### src/rtl/bcl_pkg.sv
package bcl_pkg;

  typedef enum logic [3:0] {
    SEL_ALWAYS = 4'd0,
    SEL_NEVER  = 4'd1,
    SEL_HI     = 4'd2,
    SEL_LS     = 4'd3,
    SEL_CC     = 4'd4,
    SEL_CS     = 4'd5,
    SEL_NE     = 4'd6,
    SEL_EQ     = 4'd7,
    SEL_VC     = 4'd8,
    SEL_VS     = 4'd9,
    SEL_PL     = 4'd10,
    SEL_MI     = 4'd11,
    SEL_GE     = 4'd12,
    SEL_LT     = 4'd13,
    SEL_GT     = 4'd14,
    SEL_LE     = 4'd15
  } cond_sel_e;

  typedef struct packed {
    logic n;
    logic z;
    logic v;
    logic c;
  } flags_t;

  // Full truth of the sixteen selector tests.
  function automatic logic eval_cond(input cond_sel_e sel, input flags_t f);
    logic r;
    case (sel)
      SEL_ALWAYS: r = 1'b1;
      SEL_NEVER:  r = 1'b0;
      SEL_HI:     r = !f.c && !f.z;
      SEL_LS:     r = f.c || f.z;
      SEL_CC:     r = !f.c;
      SEL_CS:     r = f.c;
      SEL_NE:     r = !f.z;
      SEL_EQ:     r = f.z;
      SEL_VC:     r = !f.v;
      SEL_VS:     r = f.v;
      SEL_PL:     r = !f.n;
      SEL_MI:     r = f.n;
      SEL_GE:     r = !(f.n ^ f.v);
      SEL_LT:     r = f.n ^ f.v;
      SEL_GT:     r = !f.z && !(f.n ^ f.v);
      SEL_LE:     r = f.z || (f.n ^ f.v);
      default:    r = 1'b0;
    endcase
    return r;
  endfunction

endpackage

### src/rtl/bcl_cond_eval.sv
module bcl_cond_eval
  import bcl_pkg::*;
(
  input  logic [3:0] sel,
  input  flags_t     flags,
  output logic       cond_true,
  output logic       sel_never
);
  cond_sel_e sel_e;

  assign sel_e     = cond_sel_e'(sel);
  assign cond_true = eval_cond(sel_e, flags);
  assign sel_never = (sel_e == SEL_NEVER);
endmodule

### src/rtl/bcl_loop_step.sv
module bcl_loop_step #(
  parameter int CNT_W  = 32,
  parameter int LOOP_W = 16
) (
  input  logic [CNT_W-1:0] count_in,
  output logic [CNT_W-1:0] count_dec,
  output logic             low_wraps
);
  localparam int HIGH_W = CNT_W - LOOP_W;

  // Decrement only the loop field; the upper part passes through.
  function automatic logic [CNT_W-1:0] dec_low(input logic [CNT_W-1:0] v);
    logic [LOOP_W-1:0] lo;
    lo = v[LOOP_W-1:0] - {{(LOOP_W-1){1'b0}}, 1'b1};
    return {v[CNT_W-1:LOOP_W], lo};
  endfunction

  generate
    if (HIGH_W > 0) begin : g_split
      assign count_dec = dec_low(count_in);
    end else begin : g_full
      assign count_dec = count_in - {{(CNT_W-1){1'b0}}, 1'b1};
    end
  endgenerate

  // A zero field wraps to all ones and ends the loop.
  assign low_wraps = (count_in[LOOP_W-1:0] == '0);
endmodule

### src/rtl/branch_loop_unit.sv
module branch_loop_unit
  import bcl_pkg::*;
#(
  parameter int CNT_W  = 32,
  parameter int LOOP_W = 16
) (
  input  logic             clk,
  input  logic             rst_n,
  input  logic             req_valid,
  input  logic             loop_mode,
  input  logic [3:0]       cond_sel,
  input  logic             flag_n,
  input  logic             flag_z,
  input  logic             flag_v,
  input  logic             flag_c,
  input  logic [CNT_W-1:0] count_in,
  output logic             res_valid,
  output logic             res_taken,
  output logic             res_call,
  output logic             res_wr_en,
  output logic [CNT_W-1:0] count_out
);
  flags_t           flags;
  logic             cond_true;
  logic             sel_never;
  logic [CNT_W-1:0] count_dec;
  logic             low_wraps;

  assign flags = '{n: flag_n, z: flag_z, v: flag_v, c: flag_c};

  bcl_cond_eval u_cond (
    .sel       (cond_sel),
    .flags     (flags),
    .cond_true (cond_true),
    .sel_never (sel_never)
  );

  bcl_loop_step #(.CNT_W(CNT_W), .LOOP_W(LOOP_W)) u_step (
    .count_in  (count_in),
    .count_dec (count_dec),
    .low_wraps (low_wraps)
  );

  logic             nxt_taken;
  logic             nxt_call;
  logic             nxt_wr;
  logic [CNT_W-1:0] nxt_cnt;

  always_comb begin
    nxt_taken = 1'b0;
    nxt_call  = 1'b0;
    nxt_wr    = 1'b0;
    nxt_cnt   = '0;
    if (req_valid) begin
      nxt_cnt = count_in;
      if (!loop_mode) begin
        nxt_taken = cond_true || sel_never;
        nxt_call  = sel_never;
      end else if (!cond_true) begin
        nxt_wr    = 1'b1;
        nxt_cnt   = count_dec;
        nxt_taken = !low_wraps;
      end
    end
  end

  always_ff @(posedge clk) begin
    if (!rst_n) begin
      res_valid <= 1'b0;
      res_taken <= 1'b0;
      res_call  <= 1'b0;
      res_wr_en <= 1'b0;
      count_out <= '0;
    end else begin
      res_valid <= req_valid;
      res_taken <= nxt_taken;
      res_call  <= nxt_call;
      res_wr_en <= nxt_wr;
      count_out <= nxt_cnt;
    end
  end


  result_follows_chk: assert property (@(posedge clk) disable iff (!rst_n)
    req_valid |=> res_valid);

  idle_follows_chk: assert property (@(posedge clk) disable iff (!rst_n)
    !req_valid |=> !res_valid && !res_taken && !res_call && !res_wr_en);

  upper_keep_chk: assert property (@(posedge clk) disable iff (!rst_n)
    req_valid |=> count_out[CNT_W-1:LOOP_W] == $past(count_in[CNT_W-1:LOOP_W]));

  call_taken_chk: assert property (@(posedge clk) disable iff (!rst_n)
    res_call |-> res_taken && !res_wr_en);

  call_branch_only_chk: assert property (@(posedge clk) disable iff (!rst_n)
    req_valid && loop_mode |=> !res_call);

  loop_end_chk: assert property (@(posedge clk) disable iff (!rst_n)
    res_wr_en && res_taken |-> count_out[LOOP_W-1:0] != '1);

  no_write_keep_chk: assert property (@(posedge clk) disable iff (!rst_n)
    req_valid |=> (!res_wr_en -> count_out == $past(count_in)));

  branch_no_write_chk: assert property (@(posedge clk) disable iff (!rst_n)
    req_valid && !loop_mode |=> !res_wr_en);
endmodule

### config.mk
export PLATFORM = sky130hd
export DESIGN_NAME = branch_loop_unit
export DESIGN_NICKNAME = d
export VERILOG_FILES = /design/src/rtl/bcl_pkg.sv /design/src/rtl/bcl_cond_eval.sv /design/src/rtl/bcl_loop_step.sv /design/src/rtl/branch_loop_unit.sv
export SDC_FILE = /design/constraint.sdc
export NUM_CORES = 1
export LEC_CHECK = 0
export ABC_AREA = 0
export BUFFER_PORTS_ARGS = -buffer_cell sky130_fd_sc_hd__buf_2
export CORE_MARGIN = 4
export CORE_UTILIZATION = 49
export CTS_BUF_LIST = sky130_fd_sc_hd__clkbuf_2 sky130_fd_sc_hd__clkbuf_4 sky130_fd_sc_hd__clkbuf_8
export CTS_CLUSTER_DIAMETER = 100
export CTS_CLUSTER_SIZE = 12
export DETAILED_ROUTE_END_ITERATION = 12
export HOLD_SLACK_MARGIN = 0.12
export PLACE_DENSITY = 0.87
export SLEW_MARGIN = 20
export SYNTH_ARGS = -nofsm -noshare
export SYNTH_HDL_FRONTEND = slang
export SYNTH_HIERARCHICAL = 1
export SYNTH_SLANG_ARGS = --single-unit
### constraint.sdc
create_clock -name clk -period 2.4 [get_ports clk]
set_clock_uncertainty 0.1 [all_clocks]
set_input_delay 0.12 -clock clk [delete_from_list [all_inputs] [get_ports clk]]
set_output_delay 0.12 -clock clk [all_outputs]
set_load 0.02 [all_outputs]
Word level (Yosys, flattened, before mapping)
Cells that the tools add are included.

storage, ports and cells
  logic and storage cells = 46
  input bits = 44
  register bits after elaboration = 36
  output and inout bits = 36

cells by class
  reduce and logical (&&, ||, !) cells = 16
  multiplexer cells = 6
  bitwise gates (word level) = 3
  equal/unequal tests = 15
  $add $sub $neg = 1

operators by type and width
  operator                                              number
  equality test 4 bit (second input constant)           8
  2-to-1 mux 16 bit                                     2
  equality test 4 x 3 -> 1 bit (second input constant)  4
  logical NOT 16 bit                                    1
  case mux 1 bit (16 select lines)                      1
  subtractor 16 x 1 -> 16 bit (second input constant)   1
  equality test 4 x 2 -> 1 bit (second input constant)  2
  logical NOT 1 bit                                     6
  equality test 4 x 1 -> 1 bit (second input constant)  1
  logical NOT 4 bit                                     1
  logical OR 1 bit                                      3
  2-to-1 mux 1 bit                                      3
  AND reduction 3 bit                                   1
  OR reduction 3 bit                                    1
  logical AND 1 bit                                     2
  inverter 1 bit                                        2
  AND reduction 2 bit                                   1
  XOR 1 bit                                             1

Longest topological paths before layout
  depth in word-level cells = 6
  gate-level depth with buffers = 10
  depth with buffers taken out = 7

Cells and area by module
The synthesis kept the hierarchy.

modules (own cells, without submodules)
  module            area an instance (µm²)  cells each  seq. area each (µm²)  times used
  branch_loop_unit  1265.0                  152         720.7                 1
  bcl_loop_step     395.4                   54          0.0                   1
  bcl_cond_eval     203.9                   27          0.0                   1

Worst setup path after synthesis
Ideal clock, no wire load.

  path kind = input to register
  start point = input cond_sel[0]
  end point = register count_out[11]
  setup time = 0.068 ns
  setup slack = 0.562 ns
  buffers on the path = 3
  cell stages on the path = 10
  data arrival time = 1.669 ns
  required time = 2.232 ns
  path through = buf_6 > xor2_1 > mux2_4 > o221a_1 > o22ai_2 > nand2b_1 > buf_4 > buf_2 > nand2_1 > a21oi_2

between the ends
  cells in the longest elaborated chain, start to end = 4
  elaborated cells between the ends (all ways) = 19
  those cells by class = eq/ne (15); mux (3); reduce/logical (1)

RTL lines
  item                                         RTL line                source
  from (decl)                                  branch_loop_unit.sv:11  input logic [3:0] cond_sel,
  equality test 4 bit (tied with other cells)  bcl_pkg.sv:32           case (sel)
  case mux 1 bit (16 select lines) (*)         bcl_pkg.sv:32
  via cond_true                                branch_loop_unit.sv:24  logic cond_true;
  2-to-1 mux 16 bit (*)                        branch_loop_unit.sv:59  end else if (!cond_true) begin
  2-to-1 mux 16 bit (*)                        branch_loop_unit.sv:56  if (!loop_mode) begin
  to (signal assigned)                         branch_loop_unit.sv:79  count_out <= nxt_cnt;
  to (decl)                                    branch_loop_unit.sv:21  output logic [CNT_W-1:0] count_out

The timed path passes the listed nets; every way through them passes the cells marked *.
A chain may end at the register's enable or synchronous reset.

Worst setup path after layout
  start point = input count_in[7]
  end point = register count_out[15]

between the ends
  cells in the longest elaborated chain, start to end = 3

RTL lines
  item                         RTL line                source
  from (decl)                  branch_loop_unit.sv:16  input logic [CNT_W-1:0] count_in,
  subtractor 16 x 1 -> 16 bit  bcl_loop_step.sv:14     lo = v[LOOP_W-1:0] - {{(LOOP_W-1){1'b0}}, 1'b1};
  via count_dec[15]            branch_loop_unit.sv:26  logic [CNT_W-1:0] count_dec;
  2-to-1 mux 16 bit            branch_loop_unit.sv:59
  2-to-1 mux 16 bit            branch_loop_unit.sv:56

The timed path passes the listed nets, and every way through them passes these cells.

==> flow_summary.toml <==
[floorplan]
dieArea_um2 = 4855
rows = 22
core_um2 = 3661
die_w_um = 69.68
fp.dieH_um = 69.68
initial_utilization_pct = 50.92
io_pins = 80

[yosys]
synth_nets = 278
synth_edf_count = 0
yosysMostFrequentCell = "nand2_1"
yosysSeqAreaShare_pct = 38.66
yosysTopAreaCellShare_pct = 38.66
synthFlopType = "dfxtp_1"
async_reset_ff_share_pct = 0
synth_area_um2 = 1864
ys_types = 32
synth_area_leaders = "dfxtp_1, nand2_1, a21oi_1"
synth_top_area_cell = "dfxtp_1"
synth-seq-cells = 36
yosys-top-cells-count = "nand2_1, dfxtp_1, a21oi_1, buf_4, xor2_1"
synth_cells = 233
avgSynthCellArea_um2 = 8.001
yosys_warnings = 6

[route]
routedWlPerCell_um = 12.30
avgViaCountPerCell = 4.810
wl_um = 4649
firstDrtPassIters = 4
drt_iter0_drc = 106
antenna_left = 0
vias = 1818
drc = 0

[worst_hold_path]
hp-class = "input pin to flop"
min_path_cells = 5
hp-start = "cond_sel[3]"
min_to = "res_taken$_SDFF_PN0_"

[clock_network]
clk_pin_slew_ns = 0.07
cts_root_buf = "clkbuf_8"
cts_tree = "yes"
cts_buffer_depth = 2
cts_buffers = 5
clock_sinks = 36
post_cts_buffers = 0
h-tree-depth = 2

[global_route]
grt_overflow = 0
grt_usage_pct = 20.20
grt_pass1_vias = 1843
grt_max_degree = 22
grt_pass1_wl_um = 8079
antenna_found_initial = 0

[setup_path]
crit_chain = "dlygate4sd3_1 > buf_2 > or4_4 > or4_4 > nor3_4 > xor2_1 > nand2_1 > a21oi_2"
critPathMaxStageDelay_ns = 0.55
crit_path_end_kind = "flop"
arrival_ns = 2.41
cp_slowest_cell = "or4_4"
cpMostUsedCell = "or4_4"
path_class = "input pin to flop"
cp_max_fo = 6
crit_required_ns = 2.50
startpoint_type = "input pin"

[placed_design]
post_dp_cell_area_um2 = 2150
port_buffers = 79
dpl_worst_slack_ns = -0.02856
dp.cells = 336
dp_hpwl_um = 3014
place_congestion = 0.7272

[sta]
tightest_slew_ns = 0.8225
timing.fmax_mhz = 432.3
slew_viol_final = 0
rsz0062_at_grt = "yes"
period_needed_ns = 2.313
hold_viol = 0
period_share_pct = 96.39
setup_ws_ns = 0.08659
setup_violations = 0
hold_slack_ns = 0.2440
slew_headroom_pct = 44.92

[power_and_ir_drop]
p_per_area_nw_per_um2 = 536.7
max-vdd-ir-drop_uv = 357.8
p_leak_nw = 1.281

[finish]
area_delta_synth_final_pct = 39.13
postLayoutCellArea_um2 = 2594
nFillCells = 295
antenna_cells = 0
fin_cells = 378
num-nets-final = 374
drive_gt1_share_pct = 33.03

[flow_run]
max-cap-violations = 0

[status]
status = "complete, no violations"
==> power breakdown <==
group	leakage, nW	internal (W)	switching, W	total (W)
clock network	0.0479	0.000202	0.000217	0.000419
logic	0.937	0.000148	0.000190	0.000338
registers	0.295	0.000628	0.00000716	0.000635
total	1.28	0.000978	0.000414	0.00139
==> critical path, delay by kind of cell <==
kind                   cells  cell delay (ns)
buffers and inverters      2             0.69
AND/OR/NAND/NOR            4             1.25
AO/OA/AOI/OAI              1             0.16
XOR/XNOR                   1             0.18
==> layer usage <==
layer  routed length, um  vias to the layer above  global-route usage (%)  part of all wire [%]
li1                    -                      933                       -                     -
met1                1840                      816                   22.54                    40
met2                2440                       63                   36.02                    52
met3                 311                        6                   5.942                   6.7
met4                  56                        0                   7.660                   1.2
met5                   0                        -                       0                     0
==> cell type report <==
class                           count  area [um2]  area share [%]
Tap cell                           48       60.06           2.315
Inverter                            5       18.77          0.7236
Sequential cell                    36       720.7           27.79
Timing Repair Buffer              118       773.2           29.81
Clock buffer                        5       68.82           2.653
Multi-Input combinational cell    163       933.4           35.99
Clock inverter                      3       18.77          0.7236
==> state kept, by name, indices dropped and copies added, names as in the netlist <==
name,cells
res_valid,1
res_wr_en,1
res_taken,1
count_out,32
res_call,1
==> timing repair <==
| action | CTS | global route |
|---|---|---|
| endpoints found under the setup margin | 0 | 2 |
| hold buffers | 34 | 0 |
| hold endpoints to repair | 34 | 0 |
| gates resized for setup | 0 | 3 |
==> cells by family (layout without fill, tap and decap cells) <==
logic type / Yosys count / count (layout) / synth area share (%)
compound gates: 41 / 41 / 13.83
xor+xnor: 18 / 18 / 8.456
fa+ha+maj: 1 / 1 / 0.6710
buf+inv: 34 / 131 / 12.28
flops: 36 / 36 / 38.66
mux: 4 / 4 / 2.416
simple gates: 99 / 99 / 23.69
==> cell usage in the layout (no fill, tap or decap), types with 2 or more instances in the layout <==
cell            n
buf_2          79
nand2_1        70
dfxtp_1        36
dlygate4sd3_1  34
a21oi_1        26
xor2_1         13
nor2_1         11
a21oi_2         7
inv_1           5
clkbuf_8        5
buf_4           5
xnor2_1         5
nand2b_1        3
a211oi_1        3
mux2i_1         3
nor4_1          3
clkinv_2        2
or4_4           2
==> metrics by stage <==
step | total power, W | utilization (%) | setup TNS, ns
CTS | 0.001397 | 70.40 | 0
finish | 0.001392 | 70.85 | 0
detailed placement | 0.0009409 | 58.71 | -0.03778
floorplan | 0.0008593 | - | 0
global route | 0.001474 | 70.85 | -0.02479
global placement | 0.0009315 | 58.71 | 0
==> worst max-delay path by stage <==
stage / from / end / cells past startpoint
finish: count_in[7] / count_out[15]$_SDFF_PN0_ / 8
CTS: count_in[7] / res_taken$_SDFF_PN0_ / 7
global route: count_in[7] / count_out[15]$_SDFF_PN0_ / 8
detailed placement: cond_sel[1] / count_out[22]$_SDFF_PN0_ / 9
global placement: flag_v / count_out[20]$_SDFF_PN0_ / 9
floorplan: cond_sel[0] / count_out[11]$_SDFF_PN0_ / 10
Power figures use the tool's default switching activity.
